==> config.mk <==
export PLATFORM = sky130hd
export DESIGN_NAME = efb_frame_builder
export DESIGN_NICKNAME = d
export VERILOG_FILES = /design/src/rtl/efb_pkg.sv /design/src/rtl/efb_crc32.sv /design/src/rtl/efb_hdr_byte.sv /design/src/rtl/efb_frame_builder.sv
export SDC_FILE = /design/constraint.sdc
export NUM_CORES = 1
export LEC_CHECK = 0
export ABC_AREA = 1
export BUFFER_PORTS_ARGS = -buffer_cell sky130_fd_sc_hd__buf_2
export CORE_UTILIZATION = 24
export CTS_BUF_LIST = sky130_fd_sc_hd__clkbuf_4
export DETAILED_ROUTE_END_ITERATION = 10
export PLACE_DENSITY_LB_ADDON = 0.25
export SYNTH_ARGS = -nofsm -noshare
export SYNTH_HDL_FRONTEND = slang
export SYNTH_SLANG_ARGS = --single-unit
==> constraint.sdc <==
create_clock -name clk -period 2.79 [get_ports clk]
set_input_delay 0.279 -clock clk [delete_from_list [all_inputs] [get_ports clk]]
set_output_delay 0.279 -clock clk [all_outputs]
set_load 0.02 [all_outputs]
==> src/rtl/efb_pkg.sv <==
package efb_pkg;

   typedef enum logic [2:0] {
      ST_IDLE,
      ST_PRE,
      ST_HDR,
      ST_PAY,
      ST_PAD,
      ST_FCS,
      ST_GAP
   } efb_state_e;

   localparam logic [31:0] CRC_POLY_NORMAL = 32'h04C1_1DB7;
   localparam logic [31:0] CRC_INIT        = 32'hFFFF_FFFF;
   localparam logic [7:0]  PREAMBLE_BYTE   = 8'h55;
   localparam logic [7:0]  DELIM_BYTE      = 8'hD5;
   localparam int          PRE_BYTES       = 8;
   localparam int          HDR_BYTES       = 18;
   localparam int          FCS_BYTES       = 4;
   localparam int          MIN_DATA_BYTES  = 46;

   function automatic logic [31:0] bit_reverse32(input logic [31:0] v);
      logic [31:0] r;
      for (int i = 0; i < 32; i++) r[i] = v[31-i];
      return r;
   endfunction

   localparam logic [31:0] CRC_POLY_REFL = bit_reverse32(CRC_POLY_NORMAL);

   function automatic logic [31:0] crc32_byte(input logic [31:0] c, input logic [7:0] d);
      logic [31:0] r;
      r = c;
      for (int i = 0; i < 8; i++) begin
         if (r[0] ^ d[i]) r = (r >> 1) ^ CRC_POLY_REFL;
         else             r = r >> 1;
      end
      return r;
   endfunction

endpackage

==> src/rtl/efb_crc32.sv <==
module efb_crc32
   import efb_pkg::*;
(
   input  logic        clk,
   input  logic        rst_n,
   input  logic        clear,
   input  logic        en,
   input  logic [7:0]  din,
   output logic [31:0] crc_q
);

   always_ff @(posedge clk) begin
      if (!rst_n)     crc_q <= CRC_INIT;
      else if (clear) crc_q <= CRC_INIT;
      else if (en)    crc_q <= crc32_byte(crc_q, din);
   end

endmodule

==> src/rtl/efb_hdr_byte.sv <==
module efb_hdr_byte
   import efb_pkg::*;
#(
   parameter logic [47:0] DST_ADDR   = 48'h02_00_00_00_00_01,
   parameter logic [47:0] SRC_ADDR   = 48'h02_00_00_00_00_02,
   parameter logic [15:0] ETHER_TYPE = 16'h88B5,
   parameter int          IDX_W      = 5
)(
   input  logic [IDX_W-1:0] idx,
   input  logic [31:0]      evt_num,
   output logic [7:0]       hdr_byte
);

   localparam int HDR_BITS = 8 * HDR_BYTES;

   logic [HDR_BITS-1:0] hdr_vec;

   always_comb begin
      hdr_vec  = {DST_ADDR, SRC_ADDR, ETHER_TYPE, evt_num};
      hdr_byte = 8'(hdr_vec >> (8 * (HDR_BYTES - 1 - int'(idx))));
   end

endmodule

==> src/rtl/efb_frame_builder.sv <==
module efb_frame_builder
   import efb_pkg::*;
#(
   parameter int          N_CHANNELS          = 16,
   parameter int          SAMPLES_PER_CHANNEL = 16,
   parameter int          SAMPLE_W            = 12,
   parameter int          IFG_BYTES           = 12,
   parameter logic [47:0] DST_ADDR            = 48'h02_00_00_00_00_01,
   parameter logic [47:0] SRC_ADDR            = 48'h02_00_00_00_00_02,
   parameter logic [15:0] ETHER_TYPE          = 16'h88B5
)(
   input  logic                clk,
   input  logic                rst_n,
   input  logic [SAMPLE_W-1:0] fifo_sample,
   input  logic                fifo_evt_avail,
   output logic                fifo_pop,
   output logic [7:0]          tx_data,
   output logic                tx_valid,
   output logic                tx_sof,
   output logic                tx_eof
);

   localparam int N_SAMPLES   = N_CHANNELS * SAMPLES_PER_CHANNEL;
   localparam int PAY_BYTES   = 2 * N_SAMPLES;
   localparam int DATA_BYTES  = 4 + PAY_BYTES;
   localparam int PAD_BYTES   = (DATA_BYTES < MIN_DATA_BYTES) ? (MIN_DATA_BYTES - DATA_BYTES) : 0;
   localparam int FRAME_BYTES = PRE_BYTES + 14 + DATA_BYTES + PAD_BYTES + FCS_BYTES;
   localparam int RUN_A       = (PAY_BYTES > PAD_BYTES) ? PAY_BYTES : PAD_BYTES;
   localparam int RUN_B       = (IFG_BYTES > HDR_BYTES) ? IFG_BYTES : HDR_BYTES;
   localparam int MAX_RUN     = (RUN_A > RUN_B) ? RUN_A : RUN_B;
   localparam int CNT_W       = $clog2(MAX_RUN + 1);

   // elaboration-time parameter checks
   if (SAMPLE_W < 9 || SAMPLE_W > 16) begin : g_bad_sample_w
      $error("SAMPLE_W must lie in 9..16");
   end
   if (N_CHANNELS < 1 || SAMPLES_PER_CHANNEL < 1) begin : g_bad_event
      $error("event must hold at least one sample");
   end
   if (IFG_BYTES < 1) begin : g_bad_ifg
      $error("IFG_BYTES must be at least 1");
   end

   efb_state_e       state, nxt_state;
   logic [CNT_W-1:0] cnt, nxt_cnt;
   logic [31:0]      evt_num;
   logic [31:0]      crc_q, fcs_word;
   logic [7:0]       hdr_byte, byte_c;
   logic [15:0]      slot;
   logic             valid_c, sof_c, eof_c, pop_c;
   logic             crc_en, crc_clr, evt_inc;
   logic             pre_last, hdr_last, pay_last, pad_last, fcs_last, gap_last;
   efb_state_e       after_pay;

   efb_hdr_byte #(
      .DST_ADDR   (DST_ADDR),
      .SRC_ADDR   (SRC_ADDR),
      .ETHER_TYPE (ETHER_TYPE),
      .IDX_W      (CNT_W)
   ) u_hdr (
      .idx      (cnt),
      .evt_num  (evt_num),
      .hdr_byte (hdr_byte)
   );

   efb_crc32 u_crc (
      .clk   (clk),
      .rst_n (rst_n),
      .clear (crc_clr),
      .en    (crc_en),
      .din   (byte_c),
      .crc_q (crc_q)
   );

   // padding variant chosen by the event size
   if (PAD_BYTES > 0) begin : g_pad
      assign pad_last  = (cnt == CNT_W'(PAD_BYTES - 1));
      assign after_pay = ST_PAD;
   end else begin : g_nopad
      assign pad_last  = 1'b1;
      assign after_pay = ST_FCS;
   end

   assign pre_last = (cnt == CNT_W'(PRE_BYTES - 1));
   assign hdr_last = (cnt == CNT_W'(HDR_BYTES - 1));
   assign pay_last = (cnt == CNT_W'(PAY_BYTES - 1));
   assign fcs_last = (cnt == CNT_W'(FCS_BYTES - 1));
   assign gap_last = (cnt == CNT_W'(IFG_BYTES - 1));
   assign slot     = 16'(fifo_sample);
   assign fcs_word = ~crc_q;

   always_comb begin
      nxt_state = state;
      nxt_cnt   = cnt + 1'b1;
      byte_c    = 8'h00;
      valid_c   = 1'b0;
      sof_c     = 1'b0;
      eof_c     = 1'b0;
      pop_c     = 1'b0;
      crc_en    = 1'b0;
      crc_clr   = 1'b0;
      evt_inc   = 1'b0;
      case (state)
         ST_IDLE: begin
            nxt_cnt = '0;
            if (fifo_evt_avail) nxt_state = ST_PRE;
         end
         ST_PRE: begin
            valid_c = 1'b1;
            sof_c   = (cnt == '0);
            byte_c  = pre_last ? DELIM_BYTE : PREAMBLE_BYTE;
            crc_clr = 1'b1;
            if (pre_last) begin
               nxt_state = ST_HDR;
               nxt_cnt   = '0;
            end
         end
         ST_HDR: begin
            valid_c = 1'b1;
            byte_c  = hdr_byte;
            crc_en  = 1'b1;
            if (hdr_last) begin
               nxt_state = ST_PAY;
               nxt_cnt   = '0;
            end
         end
         ST_PAY: begin
            valid_c = 1'b1;
            byte_c  = cnt[0] ? slot[15:8] : slot[7:0];
            pop_c   = cnt[0];
            crc_en  = 1'b1;
            if (pay_last) begin
               nxt_state = after_pay;
               nxt_cnt   = '0;
            end
         end
         ST_PAD: begin
            valid_c = 1'b1;
            crc_en  = 1'b1;
            if (pad_last) begin
               nxt_state = ST_FCS;
               nxt_cnt   = '0;
            end
         end
         ST_FCS: begin
            valid_c = 1'b1;
            byte_c  = fcs_word[8*cnt[1:0] +: 8];
            eof_c   = fcs_last;
            if (fcs_last) begin
               nxt_state = ST_GAP;
               nxt_cnt   = '0;
               evt_inc   = 1'b1;
            end
         end
         ST_GAP: begin
            if (gap_last) begin
               nxt_state = fifo_evt_avail ? ST_PRE : ST_IDLE;
               nxt_cnt   = '0;
            end
         end
         default: begin
            nxt_state = ST_IDLE;
            nxt_cnt   = '0;
         end
      endcase
   end

   always_ff @(posedge clk) begin
      if (!rst_n) begin
         state    <= ST_IDLE;
         cnt      <= '0;
         evt_num  <= '0;
         tx_data  <= '0;
         tx_valid <= 1'b0;
         tx_sof   <= 1'b0;
         tx_eof   <= 1'b0;
      end else begin
         state    <= nxt_state;
         cnt      <= nxt_cnt;
         tx_data  <= byte_c;
         tx_valid <= valid_c;
         tx_sof   <= sof_c;
         tx_eof   <= eof_c;
         if (evt_inc) evt_num <= evt_num + 1'b1;
      end
   end

   assign fifo_pop = pop_c;

endmodule

==> results of run 1 <==
## through the flow
step                 util  area, sq um  hold WS [ns]  worst slack (ns)  std cells
finish              0.286         7010         0.177             0.172       1298
global route        0.286         7010         0.150           -0.0506       1298
CTS                 0.273         6680         0.123            0.0827       1283
detailed placement  0.269         6580         0.466            0.0948       1269
global placement    0.269         6580         0.453             0.105       1269
floorplan               -         6020         0.417            0.0177        924
## final cells by class
| type | count | area [sq um] | share of cell area |
|---|---|---|---|
| inverter | 122 | 465 | 0.0664 |
| clock buffer | 12 | 90.1 | 0.0129 |
| multi-input combinational | 693 | 3900 | 0.556 |
| sequential | 88 | 1770 | 0.252 |
| tap | 324 | 405 | 0.0579 |
| clock inverter | 2 | 8.76 | 0.00125 |
| timing repair buffer | 56 | 372 | 0.0530 |
| antenna | 1 | 2.50 | 0.000357 |
## repair_timing
action | CTS | global route
buffers inserted | 0 | 11
hold endpoints to repair | 0 | 0
hold buffers | 0 | 0
resized for setup | 0 | 43
endpoints found under the setup margin | 0 | 34
## worst max path at each step
stage | slack [ns] | to | cells after the start
finish | 0.17 | u_crc.crc_q[22] | 18
detailed placement | 0.09 | u_crc.crc_q[19] | 23
floorplan | 0.02 | u_crc.crc_q[20] | 22
global placement | 0.10 | u_crc.crc_q[22] | 21
global route | -0.05 | u_crc.crc_q[23] | 23
CTS | 0.08 | u_crc.crc_q[19] | 24
## kinds of logic (layout without fill, tap and decap cells)
kind of cell,count (synthesis),in the layout,synth area share
AO/OA/AOI/OAI,167,167,0.152
XOR/XNOR,32,32,0.0509
adder cells (fa/ha/maj),5,5,0.0104
buffers and inverters,146,192,0.0978
flip-flops,88,88,0.292
other,0,1,0
AND/OR/NAND/NOR,486,489,0.396
## power by group
part	total [uW]	internal [uW]	switching, uW
combinational	5060	1760	3290
sequential	1770	1520	247
clock	647	200	447
total	7470	3490	3990
## layer usage
metal	vias up	wire length, um	track usage
li1	3110	-	-
met1	2697	9220	0.199
met2	111	8750	0.237
met3	21	681	0.0302
met4	0	323	0.0433
met5	-	0	0
## state kept, by name, summed over array words and instances, names as in the netlist
name and flops:
evt_num 32, u_crc.crc_q 32, cnt 10, tx_data 8, state 3, tx_eof 1, tx_sof 1, tx_valid 1
## Yosys cell counts (5+ instances only)
library cell,count
nor3_1,15
nand2_1,218
a21oi_1,82
nand3_1,89
nor3_2,6
dfxtp_1,88
nor2_4,5
nand3_2,7
o21ai_1,14
ha_1,5
xor2_1,26
nor2_2,7
clkbuf_1,13
nor2_1,69
nand4_1,9
nand2_4,11
inv_1,98
nand2_2,33
o21ai_0,48
inv_2,22
## tightest hold or removal path: cells and delay by family
| kind | cells | cell delay, ns |
|---|---|---|
| buffers and inverters | 2 | 0.16 |
| AO/OA/AOI/OAI | 2 | 0.20 |
==> results.md, run 1 <==
- Worst reg-to-reg path cell count: 18
- H-tree depth: 3
- Routed vias/inst: 4.58
- Die Wd: between 150 and 200 um
- Global-route wire length before repair: between 20000 and 30000 um
- Max stage delay on crit path: between 0.3 and 0.4 ns
- Fraction of layout cells with a size suffix above 1: 0.203
- Slowest CP cell: dfxtp_1
- Cells after synthesis: around 900
- Worst Setup SP: state[2]
- Slew Limit Headroom: 0.271
- Post-synth EDFFs: 0
- WS Path Type: reg -> reg
- Clock buffer depth: 2
- Fraction of registers with async set/reset: 0
- Worst reg2reg path endpoint: u_crc.crc_q[22]
- Commonest non-fill, non-tap cells in the layout: 217 x nand2_1, 97 x inv_1, 84 x dfxtp_1, 82 x nand3_1, 82 x a21oi_1
- Sink Count: 88
- Via count: between 5000 and 6000
- Slew Limit Fails: 0
- Hold Path Cell Cnt: 4
- Number of max-cap violations: 0
- Worst clock skew: around 0.021 ns
- Tot GR Track Use: 0.148
- DR WL/cell: approximately 15 um
- Rows: 57
- CTS buffer count: 9
- Final nets: 990
- Root Buffer: clkbuf_4
- Initial DRC count: 443
- Vias in the first global route: between 5000 and 6000
- Chip Height: 160 um
- Final setup fails: 0
- Most common cell after layout, fill and taps aside: nand2_1
- Synth cell types: 50
- Hold Vio Cnt, Final: 0
- Final routed DRC violation total: 0
- CTS tree: built
- Pwr dens: around 1100 mW/mm^2
- Worst EP required: 3.14 ns
- Final Wtd Congestion: approximately 0.85
- Maximum clock rate: ~380 MHz
- Total power: between 7000 and 8000 uW
- End of the worst hold path: state[2]
- Period Utilization, post-route: 0.938
- Peak supply drop: slightly above 0.5 mV
- Startpoint types: register
- Worst reg-to-reg setup slack: between 0.15 and 0.2 ns
- Clock Latency Late Sink: a little under 0.5 ns
- CP top delay family: simple AND/OR/NAND/NOR gates
- Critical path arrival: just under 3 ns
- Cell taking the most area after synthesis: dfxtp_1
- Main area contributors after synthesis: dfxtp_1 29%, nand2_1 14%, nand3_1 7.4%
- DIE AREA: between 0.02 and 0.03 sq mm
- CP bufs+invs: 2
- Tightest Hold Check Type: in -> reg
- Cell chain of the critical path: inv_2 > nand2_2 > nor2_1 > nand3_2 > nor2_2 > inv_2 > a21oi_1 > nand2_2 > nand2_2 > nand2_1 > nand2_2 > nand2_4 > nand2_8 > nand2_1 > nand2_2 > nand2_1 > nand3_1 > o211ai_1
- Yosys Warn Count: 0
- Commonest register cell after synthesis: dfxtp_1
- HP Start: fifo_evt_avail
- WL final: 19000 um
- Initial Utilization: 0.246
- IO Pins: 27
- Clk slew on worst S/H paths: ~0.14 ns
- Initial antenna violation count: 1
- Static Leakage: between 0.003 and 0.004 uW
- CP most frequent cell: nand2_2
- Post-synth top area share: 0.292
- RR Startpoint: state[2]
- DRT Pass-1 Iters: 5
- Crit path capture type: register
- Post-route ant nets: 0
- Fillers: roughly 2700
- IO buf count: 26
- Post-Route Setup TNS: 0 ns
- GRT overflow: 0
- Mapped Nets: 944
- Status: completed
- Pin count of the biggest net entering global routing: 33
- Dpl hpwl: between 10000 and 15000 um
- Syn Std Cell Area: around 0.0060 sq mm
- CORE AREA: 0.0245 sq mm
- RSZ-0062 raised after global routing: yes
- Tightest Pin Transition: about 1.1 ns
- Syn Area/Cell: 6.52 sq um
- CP Max Fanout: 6
- Register area share after synthesis: 0.292
- P&R area growth vs syn: 16.3%
- Minimum clock period: between 2 and 3 ns
- Yosys reg bits: 88
Note: power is estimated with default switching activity, not from simulation.
==> inputs of run 2 (changes only) <==
Settings changed: GPL_ROUTABILITY_DRIVEN from default to 1.
Clock period 2.79 ns to 2.2 ns, I/O delays scaled along.
==> run 2 against run 1 <==
Sequential cell count unchanged. Utilization is 9.1 points higher. Hold slack got worse by 0.11 ns. The flow now finishes with violations (setup timing). Power grew 65%. First-iteration DRC count down 12%. Sequential share of layout area shrank 6.0 points. Combinational power is 80% higher. Clock skew increased by 0.016 ns. Cell area up 32%. Largest cell class unchanged. Cell count up 14%. Via count is 13% higher. Wire length increased by 12%. Critical path type unchanged. Largest power group unchanged.
==> results.md, run 2 (synthesized netlist as in run 1, its figures left out) <==
- Sink Count: 88 (unchanged)
- CP most frequent cell: nand2_4 (was nand2_2)
- Fraction of layout cells with a size suffix above 1: 0.431 (was 0.203)
- IO Pins: 27 (unchanged)
- Post-route ant nets: 0 (unchanged)
- Static Leakage: 0.00429 uW (was 0.00304 uW)
- Worst reg-to-reg path cell count: 22 (was 18)
- Max stage delay on crit path: 0.40 ns (was 0.38 ns)
- Via count: 6683 (was 5939)
- H-tree depth: 3 (unchanged)
- Total power: 12300 uW (was 7470 uW)
- P&R area growth vs syn: 53.2% (was 16.3%)
- Cell chain of the critical path: inv_4 > ha_4 > inv_2 > nor2_2 > nand2_2 > nand2_4 > buf_4 > nand4_4 > buf_6 > nor2_2 > nor2_1 > nand2_1 > nand2_4 > nand2_4 > nand2_4 > nand2_4 > nand2_4 > nand2_8 > buf_4 > buf_4 > xnor2_2 > o21ai_1 (was inv_2 > nand2_2 > nor2_1 > nand3_2 > nor2_2 > inv_2 > a21oi_1 > nand2_2 > nand2_2 > nand2_1 > nand2_2 > nand2_4 > nand2_8 > nand2_1 > nand2_2 > nand2_1 > nand3_1 > o211ai_1)
- RR Startpoint: cnt[1] (was state[2])
- Pin count of the biggest net entering global routing: 33 (unchanged)
- CP bufs+invs: 6 (was 2)
- Vias in the first global route: 6221 (was 5421)
- Initial antenna violation count: 1 (unchanged)
- WL final: 21300 um (was 19000 um)
- Minimum clock period: 2.53 ns (was 2.62 ns)
- Post-route cell area: 0.00923 sq mm (was 0.00701 sq mm)
- Final nets: 1168 (was 990)
- Number of max-cap violations: 0 (unchanged)
- IO buf count: 26 (unchanged)
- Dpl hpwl: 15600 um (was 14300 um)
- Clock Latency Late Sink: 0.51 ns (was 0.49 ns)
- Hold Vio Cnt, Final: 0 (unchanged)
- Number of hold buffers added after CTS: 0 (unchanged)
- Clk slew on worst S/H paths: 0.17 ns (was 0.14 ns)
- DR WL/cell: 14.4 um (was 14.6 um)
- RSZ-0062 raised after global routing: yes (unchanged)
- Fillers: 2600 (was 2723)
- Pwr dens: 1330 mW/mm^2 (was 1070 mW/mm^2)
- Worst clock skew: 0.0375 ns (was 0.0212 ns)
- CORE AREA: 0.0245 sq mm (unchanged)
- CTS buffer count: 9 (unchanged)
- Min Hold Slack: 0.0646 ns (was 0.177 ns)
- CP top delay family: simple AND/OR/NAND/NOR gates (unchanged)
- Clock buffer depth: 2 (unchanged)
- Slowest CP cell: dfxtp_4 (was dfxtp_1)
- Final setup fails: 58 (was 0)
- End of the worst hold path: tx_data[2] (was state[2])
- Dpl ws: -0.411 ns (was 0.0948 ns)
- Failing checks: setup timing
- Slew Limit Headroom: 0.395 (was 0.271)
- Tightest Hold Check Type: in -> reg (unchanged)
- Worst Setup SP: cnt[1] (was state[2])
- Hold Path Cell Cnt: 3 (was 4)
- Worst reg2reg path endpoint: u_crc.crc_q[15] (was u_crc.crc_q[22])
- Status: complete, but fails checks (was completed)
- Register area: 0.00178 sq mm (was 0.00177 sq mm)
- Multi-input gate area: 0.00459 sq mm (was 0.00390 sq mm)
- Tot GR Track Use: 0.165 (was 0.148)
- Crit path capture type: register (unchanged)
- Slew Limit Fails: 0 (unchanged)
- Critical path arrival: 2.95 ns (was 2.97 ns)
- GRT overflow: 0 (unchanged)
- Global-route wire length before repair: 33100 um (was 29500 um)
- CTS tree: built (unchanged)
- Final Wtd Congestion: 0.819 (was 0.851)
- Initial DRC count: 388 (was 443)
- Die Wd: 160 um (unchanged)
- Worst reg-to-reg setup slack: -0.33 ns (was 0.17 ns)
- Initial Utilization: 0.246 (unchanged)
- Most common cell after layout, fill and taps aside: buf_4 (was nand2_1)
- DIE AREA: 0.0257 sq mm (unchanged)
- Placed inst area: 0.00773 sq mm (was 0.00658 sq mm)
- Commonest non-fill, non-tap cells in the layout: 177 x buf_4, 170 x nand2_1, 92 x inv_1, 80 x dfxtp_1, 78 x a21oi_1 (was 217 x nand2_1, 97 x inv_1, 84 x dfxtp_1, 82 x nand3_1, 82 x a21oi_1)
- Startpoint types: register (unchanged)
- CP Max Fanout: 5 (was 6)
- Chip Height: 160 um (unchanged)
- Worst EP required: 2.62 ns (was 3.14 ns)
- Maximum clock rate: 395 MHz (was 382 MHz)
- Final routed DRC violation total: 0 (unchanged)
- Rows: 57 (unchanged)
- Peak supply drop: 0.674 mV (was 0.511 mV)
- Biggest registers after layout: evt_num: 32 flops, u_crc.crc_q: 32 flops, cnt: 10 flops (unchanged)
- Crit. path cell count: 22 (was 18)
- Root Buffer: clkbuf_4 (unchanged)
- DRT Pass-1 Iters: 4 (was 5)
- Tightest Pin Transition: 0.899 ns (was 1.09 ns)
- Period Utilization, post-route: 1.15 (was 0.938)
- Routed vias/inst: 4.52 (was 4.58)
- HP Start: fifo_sample[2] (was fifo_evt_avail)
- Post-Route Setup TNS: -10.71 ns (was 0 ns)
- WS Path Type: reg -> reg (unchanged)
- Final WS setup: -0.332 ns (was 0.172 ns)
## run 2: cell type report
type,count,share of cell area
flip-flops and latches,88,0.193
clock buffers,9,0.00732
well taps,324,0.0439
repair buffers,235,0.199
inverters,122,0.0521
multi-input cells,692,0.497
diodes,1,0.000271
clock inverters,7,0.00692
## run 2: report_power, final
group | internal [uW] | switching, uW
Combinational | 3880 | 5240
Clock | 253 | 711
Sequential | 1930 | 287
## run 2: timing repair
| action | in CTS | in global routing |
|---|---|---|
| setup buffers | 26 | 25 |
| pin swaps | 26 | 62 |
| endpoints found under the setup margin | 57 | 64 |
| cloned | 2 | 0 |
| resized for setup | 92 | 152 |
## run 2: routing by layer
layer,track usage,wire length [um]
met5,0,0
met3,0.0271,645
met4,0.0433,277
met1,0.227,10400
met2,0.265,10000
## run 2: how the worst max path moves through the flow
stage                                  to
after floorplan           u_crc.crc_q[13]
after global placement    u_crc.crc_q[22]
after detailed placement  u_crc.crc_q[22]
after CTS                 u_crc.crc_q[13]
after global routing      u_crc.crc_q[20]
final                     u_crc.crc_q[15]
## run 2: worst register-to-register path, stage by stage, from the launching register on
cell     delay [ns]
dfxtp_4        0.40
inv_4          0.04
ha_4           0.15
inv_2          0.05
nor2_2         0.03
nand2_2        0.09
nand2_4        0.09
buf_4          0.16
nand4_4        0.06
buf_6          0.12
nor2_2         0.03
nor2_1         0.10
nand2_1        0.09
nand2_4        0.13
nand2_4        0.08
nand2_4        0.09
nand2_4        0.07
nand2_4        0.10
nand2_8        0.09
buf_4          0.15
buf_4          0.13
xnor2_2        0.13
o21ai_1        0.06
## run 2: metrics by stage
step	cells	utilization
3_5_place_dp	1410	0.316
6_report	1478	0.377
2_1_floorplan	924	-
5_1_grt	1478	0.377
4_1_cts	1454	0.346
3_3_place_gp	1410	0.316
==> inputs of run 3 (changes only) <==
Settings changed: CELL_PAD_IN_SITES_DETAIL_PLACEMENT from default to 1, CELL_PAD_IN_SITES_GLOBAL_PLACEMENT from default to 2, RECOVER_POWER from default to 25.
==> run 3 against run 2 <==
The flow still finishes with violations (setup timing). Sequential power about the same. Via count rose by 1.5%. Wire length up 14%. Combinational power down 0.5%. Power is 0.23% lower. Utilization down 0.42 points. Clock skew fell by 0.019 ns.
==> results.md, run 3 (synthesized netlist as in run 1, its figures left out) <==
- Tot GR Track Use: 0.192 (was 0.165)
- Worst EP required: 2.60 ns (was 2.62 ns)
- Status: complete, but fails checks (unchanged)
- CP most frequent cell: nand2_4 (unchanged)
- CP Max Fanout: 7 (was 5)
- Crit path capture type: register (unchanged)
- Hold Path Cell Cnt: 3 (unchanged)
- Peak supply drop: 0.661 mV (was 0.674 mV)
- Tightest Pin Transition: 0.455 ns (was 0.899 ns)
- Most common cell after layout, fill and taps aside: buf_4 (unchanged)
- DRT Pass-1 Iters: 4 (unchanged)
- P&R area growth vs syn: 51.5% (was 53.2%)
- CTS buffer count: 9 (unchanged)
- CTS tree: built (unchanged)
- Die Wd: 160 um (unchanged)
- CORE AREA: 0.0245 sq mm (unchanged)
- IO Pins: 27 (unchanged)
- Startpoint types: register (unchanged)
- Critical path arrival: 2.95 ns (about the same)
- Slew Limit Fails: 0 (unchanged)
- Clock Latency Late Sink: 0.49 ns (was 0.51 ns)
- GRT overflow: 0 (unchanged)
- Post-Route Setup TNS: -10.78 ns (was -10.71 ns)
- WS Path Type: reg -> reg (unchanged)
- H-tree depth: 3 (unchanged)
- RSZ-0062 raised after global routing: yes (unchanged)
- DIE AREA: 0.0257 sq mm (unchanged)
- Maximum clock rate: 394 MHz (was 395 MHz)
- Hold Vio Cnt, Final: 0 (unchanged)
- Chip Height: 160 um (unchanged)
- Worst clock skew: 0.0190 ns (was 0.0375 ns)
- Routed vias/inst: 4.60 (was 4.52)
- Dpl hpwl: 18300 um (was 15600 um)
- Worst reg-to-reg setup slack: -0.34 ns (was -0.33 ns)
- Slew Limit Headroom: 0.694 (was 0.395)
- DR WL/cell: 16.4 um (was 14.4 um)
- Biggest registers after layout: evt_num: 32 flops, u_crc.crc_q: 32 flops, cnt: 10 flops (unchanged)
- Register area: 0.00178 sq mm (unchanged)
- Clock buffer depth: 2 (unchanged)
- WL final: 24200 um (was 21300 um)
- Worst Setup SP: cnt[1] (unchanged)
- Cell chain of the critical path: inv_4 > ha_4 > inv_2 > nor2_4 > nand2_4 > nand2_8 > buf_4 > nand4_4 > nor2_2 > nor2_1 > nand2_1 > nand2_4 > nand3_2 > nand2_4 > nand2_4 > nand2_8 > xor2_4 > nand2_1 > nand2_1 > o21ai_1 (was inv_4 > ha_4 > inv_2 > nor2_2 > nand2_2 > nand2_4 > buf_4 > nand4_4 > buf_6 > nor2_2 > nor2_1 > nand2_1 > nand2_4 > nand2_4 > nand2_4 > nand2_4 > nand2_4 > nand2_8 > buf_4 > buf_4 > xnor2_2 > o21ai_1)
- Global-route wire length before repair: 38600 um (was 33100 um)
- Fillers: 3081 (was 2600)
- End of the worst hold path: tx_data[2] (unchanged)
- HP Start: fifo_sample[2] (unchanged)
- Commonest non-fill, non-tap cells in the layout: 186 x buf_4, 178 x nand2_1, 94 x inv_1, 80 x dfxtp_1, 75 x a21oi_1 (was 177 x buf_4, 170 x nand2_1, 92 x inv_1, 80 x dfxtp_1, 78 x a21oi_1)
- Number of max-cap violations: 0 (unchanged)
- Post-route ant nets: 0 (unchanged)
- Via count: 6781 (was 6683)
- Initial DRC count: 290 (was 388)
- Pwr dens: 1350 mW/mm^2 (was 1330 mW/mm^2)
- Final nets: 1165 (was 1168)
- Max stage delay on crit path: 0.41 ns (was 0.40 ns)
- Worst reg2reg path endpoint: u_crc.crc_q[26] (was u_crc.crc_q[15])
- Root Buffer: clkbuf_4 (unchanged)
- Final routed DRC violation total: 0 (unchanged)
- Final Wtd Congestion: 0.818 (was 0.819)
- RR Startpoint: cnt[1] (unchanged)
- Final setup fails: 56 (was 58)
- Period Utilization, post-route: 1.15 (about the same)
- Clk slew on worst S/H paths: 0.16 ns (was 0.17 ns)
- Total power: 12300 uW (about the same)
- IO buf count: 26 (unchanged)
- Initial antenna violation count: 1 (unchanged)
- Vias in the first global route: 7176 (was 6221)
- Sink Count: 88 (unchanged)
- Tightest Hold Check Type: in -> reg (unchanged)
- Fraction of layout cells with a size suffix above 1: 0.416 (was 0.431)
- Pin count of the biggest net entering global routing: 33 (unchanged)
- Minimum clock period: 2.54 ns (was 2.53 ns)
- Static Leakage: 0.00418 uW (was 0.00429 uW)
- Failing checks: setup timing (unchanged)
- Multi-input gate area: 0.00456 sq mm (was 0.00459 sq mm)
- Slowest CP cell: dfxtp_4 (unchanged)
- Initial Utilization: 0.246 (unchanged)
- Worst reg-to-reg path cell count: 20 (was 22)
- Final WS setup: -0.341 ns (was -0.332 ns)
- Rows: 57 (unchanged)
-- run 3: metal layers --
metal | GRT usage | part of all wire | wire, um | vias up
li1 | - | - | - | 3441
met1 | 0.258 | 0.49 | 11900 | 3241
met2 | 0.326 | 0.47 | 11300 | 79
met3 | 0.0238 | 0.028 | 683 | 20
met4 | 0.0437 | 0.014 | 350 | 0
met5 | 0 | 0 | 0 | -
-- run 3: how the worst max path moves through the flow --
stage                      endpoint  slack (ns)  cells after the start
floorplan           u_crc.crc_q[13]       -0.30                     24
global placement    u_crc.crc_q[28]       -0.46                     21
detailed placement  u_crc.crc_q[28]       -0.48                     21
CTS                 u_crc.crc_q[13]       -0.34                     23
global route        u_crc.crc_q[20]       -0.52                     22
finish              u_crc.crc_q[26]       -0.34                     20
-- run 3: per-stage QoR --
step | utilization | hold slack (ns) | instance area, sq um | cells | setup slack, ns
3_5_place_dp | 0.319 | 0.467 | 7790 | 1415 | -0.476
5_1_grt | 0.373 | 0.0831 | 9130 | 1473 | -0.521
2_1_floorplan | - | 0.358 | 6100 | 924 | -0.296
3_3_place_gp | 0.319 | 0.452 | 7790 | 1415 | -0.458
6_report | 0.373 | 0.0835 | 9130 | 1473 | -0.341
4_1_cts | 0.359 | 0.0696 | 8780 | 1464 | -0.344
-- run 3: cell type report --
class | count | area share
Clock inverter | 5 | 0.00658
Inverter | 122 | 0.0513
Clock buffer | 9 | 0.00740
Multi-Input combinational cell | 691 | 0.499
Timing Repair Buffer | 233 | 0.196
Antenna cell | 1 | 0.000274
Sequential cell | 88 | 0.195
Tap cell | 324 | 0.0444
-- run 3: timing repair --
action | in CTS | in global routing
endpoints found under the setup margin | 57 | 69
gates cloned | 1 | 0
resized for setup | 143 | 72
pin swaps | 58 | 33
hold buffers | 0 | 0
buffers inserted | 36 | 8
-- run 3: worst max-delay path, delay by kind of cell (launching register included) --
kind                     cells  cell delay (ns)
AND/OR/NAND/NOR             14             1.30
XOR/XNOR                     1             0.23
adder cells (fa/ha/maj)      1             0.16
buffers and inverters        3             0.28
AO/OA/AOI/OAI                1             0.05
flip-flops                   1             0.41
-- run 3: report_power, final --
part           total (uW)  switching, uW  internal (uW)  leakage [uW]
sequential           2210            276           1930      0.000720
combinational        9070           5390           3680       0.00339
clock                 996            659            336     0.0000678
total               12300           6330           5950       0.00418
